File: src/rtl/rtc_pkg.sv
package rtc_pkg;
  localparam int FIELD_W = 8;
  localparam int NUM_FIELDS = 8;
  localparam int TIME_W = FIELD_W * NUM_FIELDS;

  // bytes of the time word that hold state; hundredths never loaded
  localparam logic [TIME_W-1:0] LOAD_MASK = 64'h07FF_1F3F_BF7F_7F00;

  function automatic logic [7:0] bcd_inc8(input logic [7:0] v);
    if (v[3:0] >= 4'd9) return {v[7:4] + 4'd1, 4'd0};
    return v + 8'd1;
  endfunction

  function automatic logic leap_year(input logic [7:0] y);
    if (!y[4]) return (y[3:0] == 4'd0) || (y[3:0] == 4'd4) || (y[3:0] == 4'd8);
    return (y[3:0] == 4'd2) || (y[3:0] == 4'd6);
  endfunction

  function automatic logic [5:0] month_last_day(input logic [4:0] m, input logic [7:0] y);
    case (m)
      5'h02:                      return leap_year(y) ? 6'h29 : 6'h28;
      5'h04, 5'h06, 5'h09, 5'h11: return 6'h30;
      default:                    return 6'h31;
    endcase
  endfunction
endpackage

File: src/rtl/rtc_bcd_field.sv
module rtc_bcd_field #(
  parameter int           W     = 8,
  parameter logic [W-1:0] FIRST = '0,
  parameter logic [W-1:0] RST   = '0
) (
  input  logic         clk_i,
  input  logic         rst_ni,
  input  logic         load_i,
  input  logic [W-1:0] load_val_i,
  input  logic         step_i,
  input  logic [W-1:0] last_i,
  output logic [W-1:0] val_o,
  output logic         wrap_o
);
  logic [W-1:0] val_q;
  logic [7:0]   inc_w;
  logic         at_last;

  assign inc_w   = rtc_pkg::bcd_inc8(8'(val_q));
  assign at_last = (val_q == last_i);
  assign wrap_o  = step_i & at_last;
  assign val_o   = val_q;

  always_ff @(posedge clk_i or negedge rst_ni) begin
    if (!rst_ni)     val_q <= RST;
    else if (load_i) val_q <= load_val_i;
    else if (step_i) val_q <= at_last ? FIRST : inc_w[W-1:0];
  end
endmodule

File: src/rtl/rtc_hour_field.sv
module rtc_hour_field (
  input  logic       clk_i,
  input  logic       rst_ni,
  input  logic       load_i,
  input  logic [7:0] load_val_i,
  input  logic       step_i,
  output logic [7:0] val_o,
  output logic       carry_o
);
  logic [7:0] hr_q, hr_d, inc24, inc12;
  logic       mode24, pm, carry;
  logic [4:0] h12;
  logic [5:0] h24;

  assign mode24 = hr_q[7];
  assign pm     = hr_q[5];
  assign h12    = hr_q[4:0];
  assign h24    = hr_q[5:0];
  assign inc24  = rtc_pkg::bcd_inc8({2'b00, h24});
  assign inc12  = rtc_pkg::bcd_inc8({3'b000, h12});

  always_comb begin
    carry = 1'b0;
    if (mode24) begin
      if (h24 == 6'h23) begin
        hr_d  = 8'h80;
        carry = 1'b1;
      end else begin
        hr_d = {2'b10, inc24[5:0]};
      end
    end else begin
      if (h12 == 5'h12) begin
        hr_d = {2'b00, pm, 5'h01};
      end else if (h12 == 5'h11) begin
        hr_d  = {2'b00, ~pm, 5'h12};
        carry = pm;  // 11 PM -> 12 AM is the day boundary
      end else begin
        hr_d = {2'b00, pm, inc12[4:0]};
      end
    end
  end

  assign carry_o = step_i & carry;
  assign val_o   = hr_q;

  always_ff @(posedge clk_i or negedge rst_ni) begin
    if (!rst_ni)     hr_q <= 8'h00;
    else if (load_i) hr_q <= load_val_i & 8'hBF;
    else if (step_i) hr_q <= hr_d;
  end
endmodule

File: src/rtl/rtc_snap_latch.sv
module rtc_snap_latch #(
  parameter int W = 64
) (
  input  logic         clk_i,
  input  logic         rst_ni,
  input  logic         snap_i,
  input  logic [W-1:0] live_i,
  output logic [W-1:0] held_o
);
  always_ff @(posedge clk_i or negedge rst_ni) begin
    if (!rst_ni)     held_o <= '0;
    else if (snap_i) held_o <= live_i;
  end
endmodule

File: src/rtl/bcd_clock_calendar.sv
module bcd_clock_calendar
  import rtc_pkg::*;
#(
  parameter int PPS_HALF = 8'h50
) (
  input  logic              clk_i,
  input  logic              rst_ni,
  input  logic              tick_i,
  input  logic              load_i,
  input  logic [TIME_W-1:0] load_time_i,
  input  logic              snap_i,
  output logic [TIME_W-1:0] snap_time_o,
  output logic              pps_o
);
  localparam logic [7:0] PPS_SPLIT = PPS_HALF[7:0];

  logic       run_q, adv;
  logic [7:0] hs_v, yr_v, hr_v;
  logic [6:0] sc_v, mn_v;
  logic [5:0] dt_v, dt_last;
  logic [4:0] mo_v;
  logic [2:0] dw_v;
  logic       hs_wrap, sc_wrap, mn_wrap, hr_carry, dt_wrap, mo_wrap;
  logic       yr_wrap, dw_wrap;
  logic [TIME_W-1:0] live_time;

  // frozen after power loss until the first commit
  always_ff @(posedge clk_i or negedge rst_ni) begin
    if (!rst_ni)     run_q <= 1'b0;
    else if (load_i) run_q <= 1'b1;
  end

  assign adv     = tick_i & run_q & ~load_i;
  assign dt_last = month_last_day(mo_v, yr_v);

  rtc_bcd_field #(.W(8), .FIRST(8'h00), .RST(8'h00)) u_hs (
    .clk_i, .rst_ni, .load_i, .load_val_i(8'h00), .step_i(adv),
    .last_i(8'h99), .val_o(hs_v), .wrap_o(hs_wrap));

  rtc_bcd_field #(.W(7), .FIRST(7'h00), .RST(7'h00)) u_sc (
    .clk_i, .rst_ni, .load_i, .load_val_i(load_time_i[14:8]), .step_i(hs_wrap),
    .last_i(7'h59), .val_o(sc_v), .wrap_o(sc_wrap));

  rtc_bcd_field #(.W(7), .FIRST(7'h00), .RST(7'h00)) u_mn (
    .clk_i, .rst_ni, .load_i, .load_val_i(load_time_i[22:16]), .step_i(sc_wrap),
    .last_i(7'h59), .val_o(mn_v), .wrap_o(mn_wrap));

  rtc_hour_field u_hr (
    .clk_i, .rst_ni, .load_i, .load_val_i(load_time_i[31:24]), .step_i(mn_wrap),
    .val_o(hr_v), .carry_o(hr_carry));

  rtc_bcd_field #(.W(6), .FIRST(6'h01), .RST(6'h01)) u_dt (
    .clk_i, .rst_ni, .load_i, .load_val_i(load_time_i[37:32]), .step_i(hr_carry),
    .last_i(dt_last), .val_o(dt_v), .wrap_o(dt_wrap));

  rtc_bcd_field #(.W(5), .FIRST(5'h01), .RST(5'h01)) u_mo (
    .clk_i, .rst_ni, .load_i, .load_val_i(load_time_i[44:40]), .step_i(dt_wrap),
    .last_i(5'h12), .val_o(mo_v), .wrap_o(mo_wrap));

  rtc_bcd_field #(.W(8), .FIRST(8'h00), .RST(8'h00)) u_yr (
    .clk_i, .rst_ni, .load_i, .load_val_i(load_time_i[55:48]), .step_i(mo_wrap),
    .last_i(8'h99), .val_o(yr_v), .wrap_o(yr_wrap));

  rtc_bcd_field #(.W(3), .FIRST(3'd0), .RST(3'd0)) u_dw (
    .clk_i, .rst_ni, .load_i, .load_val_i(load_time_i[58:56]), .step_i(hr_carry),
    .last_i(3'd6), .val_o(dw_v), .wrap_o(dw_wrap));

  assign live_time = {5'b0, dw_v, yr_v, 3'b0, mo_v, 2'b0, dt_v, hr_v,
                      1'b0, mn_v, 1'b0, sc_v, hs_v};

  rtc_snap_latch #(.W(TIME_W)) u_snap (
    .clk_i, .rst_ni, .snap_i, .live_i(live_time), .held_o(snap_time_o));

  assign pps_o = run_q & (hs_v < PPS_SPLIT);
endmodule

File: config.mk
export PLATFORM = sky130hd
export DESIGN_NAME = bcd_clock_calendar
export DESIGN_NICKNAME = d
export VERILOG_FILES = /design/src/rtl/rtc_pkg.sv /design/src/rtl/rtc_bcd_field.sv /design/src/rtl/rtc_hour_field.sv /design/src/rtl/rtc_snap_latch.sv /design/src/rtl/bcd_clock_calendar.sv
export SDC_FILE = /design/constraint.sdc
export NUM_CORES = 1
export LEC_CHECK = 0
export BUFFER_PORTS_ARGS = -buffer_cell sky130_fd_sc_hd__buf_2
export CAP_MARGIN = 20
export CORE_ASPECT_RATIO = 1.1
export CORE_MARGIN = 4
export CORE_UTILIZATION = 54
export CTS_BUF_LIST = sky130_fd_sc_hd__clkbuf_16
export CTS_CLUSTER_SIZE = 10
export DETAILED_ROUTE_END_ITERATION = 10
export PLACE_DENSITY = 0.8
export SYNTH_ARGS = -nofsm -noshare
export SYNTH_HDL_FRONTEND = slang
export SYNTH_SLANG_ARGS = --single-unit
File: constraint.sdc
create_clock -name clk_i -period 3.3 [get_ports clk_i]
set_clock_uncertainty 0.1 [all_clocks]
set_input_delay 0.165 -clock clk_i [delete_from_list [all_inputs] [get_ports clk_i]]
set_output_delay 0.165 -clock clk_i [all_outputs]
set_load 0.01 [all_outputs]
==> flow_results.org <==
** Run status
- Result of the run :: completed

** Floorplan
- Std-Cell Core Area :: 10,390 sq um
- Row count :: 39
- The die is 116.1 um tall.
- Io pins :: 134
- Starting utilization of the core area :: 55.22%
- The die is 106.3 um wide.
- The die covers 12,340 sq um.

** Yosys
- Number of cells produced by synthesis :: 571
- Counting flops and latches in the post-synthesis netlist gives 103.
- The cell area that synthesis handed to floorplanning was 5739 sq um.
- The synthesized design devotes to its leading area cell type 44.04% of total area.
- YS warnings :: 0
- Sequential elements use 44.95% of the synthesized area.
- The number of different library cells used by synthesis comes to 67.
- In the synthesized netlist the dominant register cell turns out to be dfrtp_1.
- Synthesized area divided by synthesized cell count :: 10.05 sq um
- Number of synthesized flops with an enable pin :: 0
- Share of synthesized flip-flops with an asynchronous set or reset :: 100.0%
- Cell types with the largest area share after synthesis :: dfrtp_1 (44%), mux2_2 (10%), ha_1 (7.6%), nand2_1 (3.9%), o21ai_0 (3.3%)
- The synthesized design spends more area on one cell type than any other, namely dfrtp_1.

** Power
- IR analysis of the VDD net gives a maximum drop of 0.2317 mV.
- For this design the total switching power over the nets is 0.0008999 W.
- Power share of the sequential group :: 49.5%
- The clock network burns 30.3% of the power.
- The internal portion of the total power is 0.002197 W.
- Part of the total power dissipated in combinational logic :: 20.2%
- Net switching is 29.06% of the power.
- Static leakage :: 3.319 nW
- Dividing total power by cell area gives a power density of 440.0 nW/um^2.

** Global route
- Total global-route track usage :: 22.67%
- The number of antenna violations at the first check in global routing came to 0.
- The number of global-route vias before repair came to 4,821.
- Entering global routing, the biggest net connects 86 pins.
- Wire length of the first global-routing pass :: 22.67 mm
- Summed over all layers, the global routing overflow is 0.

** Clocking
- The number of clock buffers added by TritonCTS is 9.
- CTS Root Buffer Type :: clkbuf_16
- Clock tree from TritonCTS :: built
- Source-to-sink clock delay at the later pin of the worst-skew pair :: 0.33 ns
- The clock drives 103 sinks.
- The number of setup buffers added after CTS is 0.
- Number of H-tree branching levels :: 3
- In this run, post-CTS hold repair placed 41 buffers.
- Once the clock tree was built, the resizer swapped 0 gates to a different size.
- Clock-pin slew was measured on the worst setup and hold paths at 0.07 ns.
- CTS Buffer Depth :: 2

** STA
- After routing, the total negative slack on setup checks comes to 0 ns.
- In this run the tightest slew margin relative to its limit is 59.13%.
- For the pin with the worst max-slew slack, the measured transition is 0.6078 ns.
- Final worst hold slack :: 0.03110 ns
- Hold violation count in the final report :: 0
- Setup repair after global routing left no endpoint under its margin.
- Number of pins exceeding their max-slew limit in the final report :: 0
- Dividing the final minimum period by the clock period gives 91.28%.
- Setup violations remaining at the end of the flow were counted as 0.
- Fmax :: 332.0 MHz
- The routed design could run at a clock period as short as 3.012 ns.

** Layout
- The net count of the finished layout is 809.
- Area growth from synthesis to layout :: 22.65%
- Utilization after layout :: 67.73%
- Layout cells sized above 1 :: 25.49%
- Highest-count cells in the layout ignoring fill and taps :: dfrtp_1 (101), buf_2 (98), nand2_1 (60), mux2_2 (51), nor2_1 (42)
- Across the whole layout, storage elements account for 2580 sq um.
- The library cell used most frequently in the layout, excluding fill and tap cells, is dfrtp_1.
- Number of antenna repair diodes :: 0
- Counting the fill cells in the layout gives 791.
- Summing all multi-input logic gate instances after layout gives 2875 sq um.

** Routing
- DRT met1 WL :: 5.503 mm
- Highest metal layer with signal wires :: met4
- In the routed layout, each cell is associated on average with a via count of 5.560.
- For this block, the routed nets add up to 13.59 mm of wire.
- Across all layers, the routed design uses 4,743 vias.
- The pre-antenna-repair detailed-routing pass consisted of 5 iterations.
- The detail route stage leaves a number of antenna-violating nets equal to 0.
- Average wire per cell in the routed design :: 15.93 um
- Routed wire length on met3 :: 699 um
- DR DRC count :: 0
- The first routing iteration left 295 violations.
- DR WL met2 :: 7.119 mm

** Setup path
- The worst setup path is captured at a register.
- STA classifies the critical path startpoint as a register.
- STA puts the critical path data required time at 3.41 ns.
- Data on the critical path arrives at its endpoint at 3.12 ns.
- Of all nets on the critical path, the largest fanout is 17.
- Traced cell by cell, the critical path runs through inv_1 > ha_1 > nand4bb_4 > nor4_4 > nand2_2 > nor3_4 > buf_4 > and2_0 > mux2i_1 > o21ai_1.
- Together, buffers and inverters on the worst path number 2.
- The worst setup path is of the register to register kind.
- On the critical path, the stage with the largest delay is an instance of nor4_4.
- Family of cells with the greatest summed delay on the critical path :: simple AND/OR/NAND/NOR gates
- Stage delay of the slowest cell on the critical path :: 0.45 ns

** Placed design
- Routability-driven placement finished with a final weighted congestion of 0.8864.
- Summed over all nets, the half-perimeter wirelength after detailed placement is 9.147 mm.
- Number of port buffers :: 99

** Flow run
- The tool flagged a number of max-cap violations equal to 0.

** Min path
- The tightest min-delay check is of the input pin to register type.
## synthesized netlist by cell type (2+ instances only)
cell type and count:
a21oi_1 25, inv_1 35, o211ai_1 2, buf_2 2, nand3b_1 3, o31a_1 3, nor2b_1 8, buf_4 14
nor2_1 42, or2_2 3, a31oi_1 9, mux2_2 51, and2_1 2, a221o_1 2, or3_1 6, nand4b_1 5
a32o_1 2, o311ai_0 3, buf_1 6, nand3_1 17, dfrtp_1 101, o31ai_1 8, nand2_1 60, xnor2_1 3
o21ai_0 38, a22oi_1 3, o21ai_1 4, nor3_1 7, mux2i_1 8, dfstp_2 2, and2_0 2, nor4bb_1 2
and4b_1 2, ha_1 35, clkbuf_1 16, nand4_1 5, and3_1 4, o211a_1 2
## worst paths after layout
check | endpoint | cells past startpoint | slack (ns) | start
min in group asynchronous | u_mo.val_o[2] | 2 | 0.18 | rst_ni
min reg2reg | u_snap.held_o[43] | 1 | 0.40 | u_snap.held_o[43]
min | u_mo.val_o[4] | 3 | 0.03 | load_time_i[44]
max | u_mo.val_o[4] | 10 | 0.29 | u_hs.val_o[5]
max reg2reg | u_mo.val_o[4] | 10 | 0.29 | u_hs.val_o[5]
max in group asynchronous | u_mn.val_o[5] | 4 | 1.98 | rst_ni
## metrics by stage
stage                     total power, W  std cells  area (sq um)  worst slack [ns]
after floorplan                 0.001908        583          5784            0.5421
final                           0.003097        853          7039            0.2879
after detailed placement        0.002135        794          6329            0.2812
after global placement          0.002096        794          6329            0.4067
after CTS                       0.003101        851          6992            0.2871
after global routing            0.003266        853          7039           0.08322
## registers in the layout (all words and copies together), names as in the netlist, 5 cells and up
name and flops:
u_mn.val_o 7, u_yr.val_o 8, u_hs.val_o 8, u_mo.val_o 5, u_dt.val_o 6, u_sc.val_o 7
u_snap.held_o 51, u_hr.val_o 7
## logic make-up after synthesis
group / synth area share [%]
compound gates: 12.47
xor+xnor: 0.6105
fa+ha+maj: 7.630
buf+inv: 5.734
flops: 44.95
mux: 11.99
other cells: 0.06534
simple gates: 16.55
## power by group through the flow
stage / registers [W] / logic, W / clock network [W]
floorplan: 0.00155 / 0.000356 / 0
global placement: 0.00154 / 0.000553 / 0
detailed placement: 0.00155 / 0.000580 / 0
CTS: 0.00153 / 0.000621 / 0.000948
global route: 0.00156 / 0.000701 / 0.00101
finish: 0.00153 / 0.000626 / 0.000938
## worst reg2reg max path, stage by stage (launching register included)
cell       delay (ns)
dfrtp_1          0.44
inv_1            0.11
ha_1             0.19
nand4bb_4        0.15
nor4_4           0.45
nand2_2          0.26
nor3_4           0.28
buf_4            0.26
and2_0           0.33
mux2i_1          0.24
o21ai_1          0.08
## per-layer routing
layer | up-vias | global-route usage [%]
met2 | 159 | 41.36
met4 | 0 | 8.636
met3 | 22 | 2.709
met1 | 2306 | 27.65
met5 | - | 0
li1 | 2256 | -
## area by class of cell
cell class              count  share of cell area, %
clock buffers               9                  3.199
repair buffers            149                  14.50
well taps                 143                  2.542
flip-flops and latches    103                  36.65
inverters                  35                  1.866
multi-input cells         407                  40.85
clock inverters             7                 0.3910
No activity file was read; power rests on OpenSTA's default activity.
